`src/rtl/macrocell_pkg.sv`:
```
package macrocell_pkg;
  typedef enum logic [2:0] {
    MC_REG,
    MC_CIO_REGDEV,
    MC_COMB_OUT,
    MC_DED_IN,
    MC_CIO_COMBDEV,
    MC_UNDEF
  } mc_mode_e;
endpackage

```
`src/rtl/macrocell_mode_dec.sv`:
```
module macrocell_mode_dec
  import macrocell_pkg::*;
(
  input  logic     g_a_i,
  input  logic     g_b_i,
  input  logic     l_sel_i,
  output mc_mode_e mode_o,
  output logic     invalid_o
);
  always_comb begin
    unique case ({g_a_i, g_b_i, l_sel_i})
      3'b010:  mode_o = MC_REG;
      3'b011:  mode_o = MC_CIO_REGDEV;
      3'b100:  mode_o = MC_COMB_OUT;
      3'b101:  mode_o = MC_DED_IN;
      3'b111:  mode_o = MC_CIO_COMBDEV;
      default: mode_o = MC_UNDEF;
    endcase
  end
  assign invalid_o = (mode_o == MC_UNDEF);
endmodule

```
`src/rtl/macrocell_sum.sv`:
```
module macrocell_sum #(
  parameter int NTERMS = 8
) (
  input  logic [NTERMS-1:0] terms_i,
  input  logic              inv_i,
  output logic              sum_all_o,
  output logic              sum_part_o
);
  localparam int NPART = NTERMS - 1;
  logic [NPART-1:0] part_terms;
  assign part_terms = terms_i[NPART-1:0];
  assign sum_all_o  = (|terms_i) ^ inv_i;
  assign sum_part_o = (|part_terms) ^ inv_i;
endmodule

```
`src/rtl/macrocell_reg.sv`:
```
module macrocell_reg (
  input  logic clk,
  input  logic rst_n,
  input  logic d_i,
  input  logic pre_en_i,
  input  logic pre_val_i,
  output logic q_o
);
  always_ff @(posedge clk or negedge rst_n) begin
    if (!rst_n)        q_o <= 1'b0;
    else if (pre_en_i) q_o <= pre_val_i;
    else               q_o <= d_i;
  end

  // sum captured on the edge when no preload is pending
  a_r3_capture: assert property (@(posedge clk) disable iff (!rst_n)
    !pre_en_i |=> q_o == $past(d_i));
  // preload overrides the sum
  a_r10_preload: assert property (@(posedge clk) disable iff (!rst_n)
    pre_en_i |=> q_o == $past(pre_val_i));
endmodule

```
`src/rtl/macrocell_fb_mux.sv`:
```
module macrocell_fb_mux #(
  parameter bit END_CELL     = 1'b0,
  parameter bit NO_FB_SIMPLE = 1'b0
) (
  input  logic g_a_i,
  input  logic g_b_i,
  input  logic l_sel_i,
  input  logic comb_out_i,
  input  logic q_n_i,
  input  logic pin_i,
  input  logic adj_pin_i,
  output logic fb_o
);
  logic sel_bit;
  logic fb_raw;

  generate
    if (END_CELL) begin : g_end
      assign sel_bit = ~g_a_i;
    end else begin : g_mid
      assign sel_bit = g_b_i;
    end
  endgenerate

  assign fb_raw = sel_bit ? (l_sel_i ? pin_i : q_n_i) : adj_pin_i;

  generate
    if (NO_FB_SIMPLE) begin : g_nofb
      assign fb_o = comb_out_i ? 1'b0 : fb_raw;
    end else begin : g_fb
      assign fb_o = fb_raw;
    end
  endgenerate
endmodule

```
`src/rtl/logic_macrocell.sv`:
```
module logic_macrocell
  import macrocell_pkg::*;
#(
  parameter int NTERMS       = 8,
  parameter bit END_CELL     = 1'b0,
  parameter bit NO_FB_SIMPLE = 1'b0
) (
  input  logic              clk,
  input  logic              rst_n,
  input  logic              cfg_glb_a,
  input  logic              cfg_glb_b,
  input  logic              cfg_loc_sel,
  input  logic              cfg_loc_inv,
  input  logic [NTERMS-1:0] terms_i,
  input  logic              oe_pin_n_i,
  input  logic              pin_i,
  input  logic              adj_pin_i,
  input  logic              preload_en_i,
  input  logic              preload_val_i,
  output logic              pin_o,
  output logic              pin_oe_o,
  output logic              fb_o,
  output logic              mode_invalid_o
);
  localparam int OE_TERM = NTERMS - 1;

  mc_mode_e mode;
  logic     sum_all, sum_part, q;

  macrocell_mode_dec u_dec (
    .g_a_i(cfg_glb_a), .g_b_i(cfg_glb_b), .l_sel_i(cfg_loc_sel),
    .mode_o(mode), .invalid_o(mode_invalid_o)
  );

  macrocell_sum #(.NTERMS(NTERMS)) u_sum (
    .terms_i(terms_i), .inv_i(cfg_loc_inv),
    .sum_all_o(sum_all), .sum_part_o(sum_part)
  );

  macrocell_reg u_reg (
    .clk(clk), .rst_n(rst_n), .d_i(sum_all),
    .pre_en_i(preload_en_i), .pre_val_i(preload_val_i), .q_o(q)
  );

  macrocell_fb_mux #(.END_CELL(END_CELL), .NO_FB_SIMPLE(NO_FB_SIMPLE)) u_fb (
    .g_a_i(cfg_glb_a), .g_b_i(cfg_glb_b), .l_sel_i(cfg_loc_sel),
    .comb_out_i(mode == MC_COMB_OUT), .q_n_i(~q),
    .pin_i(pin_i), .adj_pin_i(adj_pin_i), .fb_o(fb_o)
  );

  always_comb begin
    case (mode)
      MC_REG: begin
        pin_o    = q;
        pin_oe_o = ~oe_pin_n_i;
      end
      MC_COMB_OUT: begin
        pin_o    = sum_all;
        pin_oe_o = 1'b1;
      end
      MC_DED_IN: begin
        pin_o    = 1'b0;
        pin_oe_o = 1'b0;
      end
      default: begin
        pin_o    = sum_part;
        pin_oe_o = terms_i[OE_TERM];
      end
    endcase
  end

  // dedicated input never drives and sees the neighbour pad
  a_r7_din_hiz: assert property (@(posedge clk) disable iff (!rst_n)
    (mode == MC_DED_IN) |-> (!pin_oe_o && fb_o == adj_pin_i));
  // registered output follows the global enable pin
  a_r4_reg_oe: assert property (@(posedge clk) disable iff (!rst_n)
    (mode == MC_REG) |-> (pin_oe_o == !oe_pin_n_i));
  // I/O modes take the enable from the top term
  a_r5_cio_oe: assert property (@(posedge clk) disable iff (!rst_n)
    (mode == MC_CIO_REGDEV || mode == MC_CIO_COMBDEV) |-> (pin_oe_o == terms_i[OE_TERM]));
  // combinational output always drives
  a_r6_comb_on: assert property (@(posedge clk) disable iff (!rst_n)
    (mode == MC_COMB_OUT) |-> pin_oe_o);
  // invalid codes use the term enable
  a_r11_undef_oe: assert property (@(posedge clk) disable iff (!rst_n)
    mode_invalid_o |-> (pin_oe_o == terms_i[OE_TERM]));
endmodule

```
`config.mk`:
```
export PLATFORM = sky130hd
export DESIGN_NAME = logic_macrocell
export DESIGN_NICKNAME = d
export VERILOG_FILES = /design/src/rtl/macrocell_pkg.sv /design/src/rtl/macrocell_mode_dec.sv /design/src/rtl/macrocell_sum.sv /design/src/rtl/macrocell_reg.sv /design/src/rtl/macrocell_fb_mux.sv /design/src/rtl/logic_macrocell.sv
export SDC_FILE = /design/constraint.sdc
export NUM_CORES = 1
export LEC_CHECK = 0
export BUFFER_PORTS_ARGS = -buffer_cell sky130_fd_sc_hd__buf_2
export CORE_AREA = 4 4 41 43
export DETAILED_ROUTE_END_ITERATION = 8
export DIE_AREA = 0 0 45 47
export GPL_TIMING_DRIVEN = 0
export MAX_ROUTING_LAYER = met4
export PLACE_DENSITY_LB_ADDON = 0.12
export SLEW_MARGIN = 5
export SYNTH_ARGS = -nofsm -noshare
export SYNTH_HDL_FRONTEND = slang
export SYNTH_SLANG_ARGS = --single-unit
```
`constraint.sdc`:
```
create_clock -name clk -period 1.25 [get_ports clk]
set_clock_uncertainty 0.05 [all_clocks]
set_input_delay 0.1875 -clock clk [delete_from_list [all_inputs] [get_ports clk]]
set_output_delay 0.1875 -clock clk [all_outputs]
set_load 0.02 [all_outputs]
```
==> metrics.md, run 1 <==
| Metric | Value |
|---|---|
| Multi-input gate area | `around 240 µm²` |
| DR vias | `~300` |
| Post-layout min period | `1.68 ns` |
| DRT iter0 DRCs | `0` |
| Final Max Slew Viols | `0` |
| DR pass1 iterations | `1` |
| Largest regs | `u_reg.q_o (1)` |
| IO buf count | `21` |
| Int Pwr | `approximately 0.12 mW` |
| HP Class | `in2reg` |
| Netlist Area Pre-Place | `about 200 µm²` |
| Reg power frac | `0.193` |
| Violated checks | `negative setup slack` |
| RD Place Congestion | `between 0.6 and 0.7` |
| Wire per inst | `~10 µm` |
| Pwr dens | `slightly above 400 nW/µm²` |
| Largest net degree at the start of global routing | `10` |
| Yosys cell types | `21` |
| Worst-path fanout max | `3` |
| Mean area per synthesized cell | `~6.7 µm²` |
| Final setup violation count | `2` |
| Post-route clock period utilization | `1.34` |
| Synth area leaders | `dfrtp_1 (13%), a21oi_1 (7.7%), nor2_1 (7.7%), nor4_1 (6.4%), nand2_1 (5.8%)` |
| Area delta synth->final | `142%` |
| Nature of the critical path endpoint | `output pin` |
| Setup TNS | `-0.746 ns` |
| Top cell type's share of synthesized area | `0.128` |
| Die H | `47 µm` |
| Area of the die | `between 2000 and 2500 µm²` |
| Post-synthesis sequential area ratio | `0.128` |
| Drt total wl | `~680 µm` |
| Antenna violations before repair | `0` |
| Slew headroom | `0.672` |
| Number of cell rows | `13` |
| N_diodes | `0` |
| CP required | `1.01 ns` |
| Share of post-route cells with drive strength above 1 | `0.596` |
| DRC Markers | `0` |
| Peak supply drop | `just under 0.0002 V` |
| Clock power frac | `0` |
| Leading area contributor after synthesis | `dfrtp_1` |
| Total of max-cap violations | `0` |
| Core area | `~1300 µm²` |
| Final total power | `0.190 mW` |
| Static Leak | `slightly above 0.2 nW` |
| Max reg flops | `1` |
| Setup ws final | `-0.428 ns` |
| Crit Path Class | `in2out` |
| Ys Warns | `0` |
| Total grt overflow | `0` |
| Fillers | `~140` |
| Register with the most flip-flops | `u_reg.q_o` |
| Crit-path cells | `buf_6 -> or4_4 -> o21a_1 -> o41ai_4 -> buf_4` |
| Max Freq | `between 500 and 600 MHz` |
| CP Launch Type | `input port` |
| Die X-Extent | `about 45 µm` |
| Syn_nets | `48` |
| Starting density of the core | `0.150` |
| Worst Max-Slew Pin Slew | `approximately 0.49 ns` |
| Switch share | `0.363` |
| Post-synthesis cell count | `29` |
| Comb power frac | `0.807` |
| Routed Antenna Nets | `0` |
| Final HPWL DP | `roughly 520 µm` |
| Crit-path slowest cell | `or4_4` |
| Via density | `roughly 4.6` |
| Number of global-route vias before repair | `around 260` |
| Yosys reg bits | `1` |
| Unrepaired setup endpoints after global routing | `true` |
| CP delay by family, top | `simple AND/OR/NAND/NOR gates` |
| First-pass GRT wire length | `about 1.1 mm` |
| Crit-path max cell delay | `roughly 0.56 ns` |
| Worst Path Arrival | `1.44 ns` |
| Min Hold Slack | `~0.34 ns` |
| Nets | `73` |
| CP Buf/Inv Count | `2` |
| # IOs | `23` |
| FF/Latch Area | `between 20 and 30 µm²` |
| Clock transition at path regs | `0 ns` |
| GRT Overall Usage | `0.0667` |
| P_sw | `between 0.06 and 0.07 mW` |
| Final Hold Vio Count | `0` |
| Outcome | `finished, violations left` |
power by group through the flow:
stage / combinational, mW / clock (mW) / sequential (mW)
floorplan: 0.0662 / 0 / 0.0364
global placement: 0.117 / 0 / 0.0367
detailed placement: 0.117 / 0 / 0.0368
CTS: 0.140 / 0 / 0.0368
global route: 0.167 / 0 / 0.0372
finish: 0.154 / 0 / 0.0367
kinds of logic (layout without fill, tap and decap cells):
family / Yosys count / in the layout / share of synthesized area
simple gates: 16 / 16 / 0.474
compound gates: 10 / 10 / 0.359
flops: 1 / 1 / 0.128
buf+inv: 2 / 25 / 0.0384
timing repair:
| item | in CTS | in global routing |
|---|---|---|
| endpoints found under the hold margin | 1 | 0 |
| setup endpoints to repair | 3 | 3 |
| resized for setup | 12 | 10 |
| pin swaps | 4 | 3 |
| hold buffers | 1 | 0 |
| setup buffers | 1 | 0 |
cells in the final DEF (no fill, tap or decap):
| cell | count |
|---|---|
| nor2_2 | 1 |
| o21a_1 | 1 |
| nor3_1 | 1 |
| a22o_4 | 1 |
| buf_2 | 15 |
| nand2_2 | 1 |
| nor3b_1 | 1 |
| or3_1 | 1 |
| nor4bb_1 | 1 |
| a21oi_1 | 3 |
| o21ai_0 | 1 |
| dfrtp_1 | 1 |
| o31a_1 | 1 |
| buf_6 | 3 |
| o41ai_4 | 1 |
| buf_4 | 1 |
| nand2b_4 | 1 |
| clkbuf_8 | 1 |
| inv_1 | 1 |
| nor4_1 | 1 |
| a221oi_4 | 1 |
| buf_8 | 2 |
| nor4_4 | 1 |
| nand2_1 | 2 |
| nor2_1 | 3 |
| nand3b_1 | 1 |
| buf_12 | 1 |
| or4_4 | 1 |
| dlygate4sd3_1 | 1 |
| o31ai_1 | 1 |
metal layers:
metal / wire length, µm / track usage
met5: 0 / -
met4: 0 / 0
met3: 102 / 0.00766
met2: 277 / 0.107
met1: 303 / 0.0946
through the flow:
step / area [µm²] / std cells / util / setup WS, ns
finish: 473 / 67 / 0.363 / -0.428
global route: 473 / 67 / 0.363 / -0.475
CTS: 432 / 67 / 0.332 / -0.430
detailed placement: 363 / 65 / 0.279 / -0.473
global placement: 363 / 65 / 0.279 / -0.489
floorplan: 239 / 29 / - / -0.281
synth_stat cells, drive strengths merged:
master	count
inv	1
a21oi	3
nand2b	1
dfrtp	1
a22o	1
nor3b	1
clkbuf	1
nand2	3
o31ai	1
nor3	1
o21ai	1
o21a	1
a221oi	1
o31a	1
or4	1
or3	1
nor2	4
o41ai	1
nand3b	1
nor4	2
nor4bb	1
cell type report:
type	count	share of cell area
inverter	1	0.00794
timing repair buffer	23	0.373
multi-input combinational	26	0.497
sequential	1	0.0529
tap	15	0.0397
buffer	1	0.0291
final timing paths:
| check | start | endpoint | cells past startpoint |
|---|---|---|---|
| min in group asynchronous | rst_n | u_reg.q_o | 2 |
| worst max-delay path | terms_i[2] | pin_o | 5 |
| worst min-delay path | preload_en_i | u_reg.q_o | 2 |
| max in group asynchronous | rst_n | u_reg.q_o | 2 |
(Power assumes the default switching activity.)
==> run 2: changes to the inputs <==
- PLACE_DENSITY_LB_ADDON: 0.12 -> not set
==> run 2 against run 1 <==
Compared with the run above:
- highest routed layer unchanged
- first-iteration DRC count rose by 6
- critical endpoint unchanged
- core utilization down 0.096 points
- final area is 0.26% lower
- final cell count unchanged
- largest power group unchanged
- the run still ends with negative setup slack left
==> metrics.md, run 2 (same netlist as run 1, synthesis figures left out) <==
| Metric | Value |
|---|---|
| Outcome | `finished, violations left` |
| Violated checks | `negative setup slack` |
| Crit-path cells | `buf_6 -> or4_4 -> nor4_4 -> o41ai_4 -> buf_4` |
| IO buf count | `21` |
| N_diodes | `0` |
| Largest net degree at the start of global routing | `10` |
| Core area | `1300 µm²` |
| DR vias | `around 310` |
| Pwr dens | `a little over 400 nW/µm²` |
| Largest regs | `u_reg.q_o (1)` |
| Crit-path max cell delay | `~0.56 ns` |
| WL met1 | `317 µm` |
| Setup TNS | `-0.741 ns` |
| FF/Latch Area | `about 25 µm²` |
| Most frequent cells in the layout | `buf_2 (15), nor2_1 (4), a21oi_1 (3)` |
| Nature of the critical path endpoint | `output pin` |
| DR WL met3 | `around 78 µm` |
| Most common cell after layout, fill and taps aside | `buf_2` |
| Via density | `around 4.7` |
| Clock transition at path regs | `0 ns` |
| Final setup violation count | `2` |
| Worst Max-Slew Pin Slew | `around 0.48 ns` |
| Setup ws final | `-0.423 ns` |
| Nets | `73` |
| Total grt overflow | `0` |
| Static Leak | `about 0.20 nW` |
| Setup crit end | `pin_o` |
| Number of global-route vias before repair | `270` |
| Final Hold Vio Count | `0` |
| Antenna violations before repair | `0` |
| # IOs | `23` |
| DRC Markers | `0` |
| Final Max Slew Viols | `0` |
| Starting density of the core | `0.150` |
| Register with the most flip-flops | `u_reg.q_o` |
| Non-Filler Instances | `between 60 and 70` |
| Die H | `roughly 47 µm` |
| Design area | `around 470 µm²` |
| Post-route clock period utilization | `1.34` |
| Post-layout min period | `between 1.5 and 2 ns` |
| Peak supply drop | `approximately 0.00025 V` |
| Drt total wl | `approximately 700 µm` |
| Dpl cell area | `around 360 µm²` |
| Total of max-cap violations | `0` |
| Worst Path Arrival | `between 1 and 1.5 ns` |
| Crit Path Class | `in2out` |
| Max Freq | `about 600 MHz` |
| Unrepaired setup endpoints after global routing | `true` |
| Wire per inst | `10.4 µm` |
| Share of post-route cells with drive strength above 1 | `0.577` |
| Slew headroom | `0.674` |
| HP Class | `in2reg` |
| Cells after DPL | `65` |
| GRT Overall Usage | `0.0635` |
| Crit-path slowest cell | `or4_4` |
| Worst setup path startpoint | `terms_i[2]` |
| Multi-input gate area | `roughly 230 µm²` |
| Routed Antenna Nets | `0` |
| CP Launch Type | `input port` |
| Final HPWL DP | `~530 µm` |
| Area delta synth->final | `142%` |
| DRT iter0 DRCs | `6` |
| Worst-path fanout max | `3` |
| DR pass1 iterations | `4` |
| CP required | `roughly 1 ns` |
| First-pass GRT wire length | `between 1 and 1.5 mm` |
| Area of the die | `~2100 µm²` |
| Die X-Extent | `roughly 45 µm` |
| Number of cell rows | `13` |
| Fillers | `around 140` |
| Met2 wire length | `303 µm` |
| RD Place Congestion | `between 0.6 and 0.7` |
| Max Used Layer | `met3` |
| Max reg flops | `1` |
run 2: layout make-up:
type / instances / area share
plain buffers: 1 / 0.0292
inverters: 1 / 0.00796
multi-input cells: 26 / 0.493
flip-flops and latches: 1 / 0.0531
well taps: 15 / 0.0398
repair buffers: 23 / 0.377
run 2: report_power, final:
| part | switching (mW) | total (mW) | internal (mW) | leakage, nW |
|---|---|---|---|---|
| Combinational | 0.0677 | 0.154 | 0.0868 | 0.192 |
| Sequential | 0.00106 | 0.0365 | 0.0355 | 0.0120 |
| Clock | 0 | 0 | 0 | 0 |
run 2: timing repair:
item,CTS,global route
endpoints found under the setup margin,3,3
hold endpoints to repair,1,0
resized for setup,10,12
pin swaps,4,3
setup buffers,0,1
hold buffers,1,0
run 2: stage by stage:
stage / hold slack, ns / worst slack, ns / total power [mW] / utilization
CTS: 0.339 / -0.427 / 0.174 / 0.321
global placement: -0.0872 / -0.469 / 0.152 / 0.279
global route: 0.355 / -0.466 / 0.203 / 0.363
finish: 0.336 / -0.423 / 0.191 / 0.363
detailed placement: -0.0858 / -0.476 / 0.154 / 0.279
floorplan: -0.158 / -0.281 / 0.103 / -
run 2: critical path: cells and delay by family:
kind | cells | cell delay (ns)
buffers and inverters | 2 | 0.26
AOI/OAI and AO/OA | 1 | 0.11
and+or+nand+nor | 2 | 0.88
run 2: worst min path at each step:
stage	startpoint	end	slack, ns	depth (start not counted)
final	preload_en_i	u_reg.q_o	0.34	2
after global routing	preload_en_i	u_reg.q_o	0.36	2
after CTS	preload_en_i	u_reg.q_o	0.34	2
after detailed placement	rst_n	u_reg.q_o	-0.09	1
after global placement	rst_n	u_reg.q_o	-0.09	1
after floorplan	rst_n	u_reg.q_o	-0.16	0
run 2: routing by layer:
metal  global-route usage  up-vias
li1                     -      161
met2                0.110       18
met5                    -        -
met3                    0        0
met4                    0        0
met1               0.0880      133
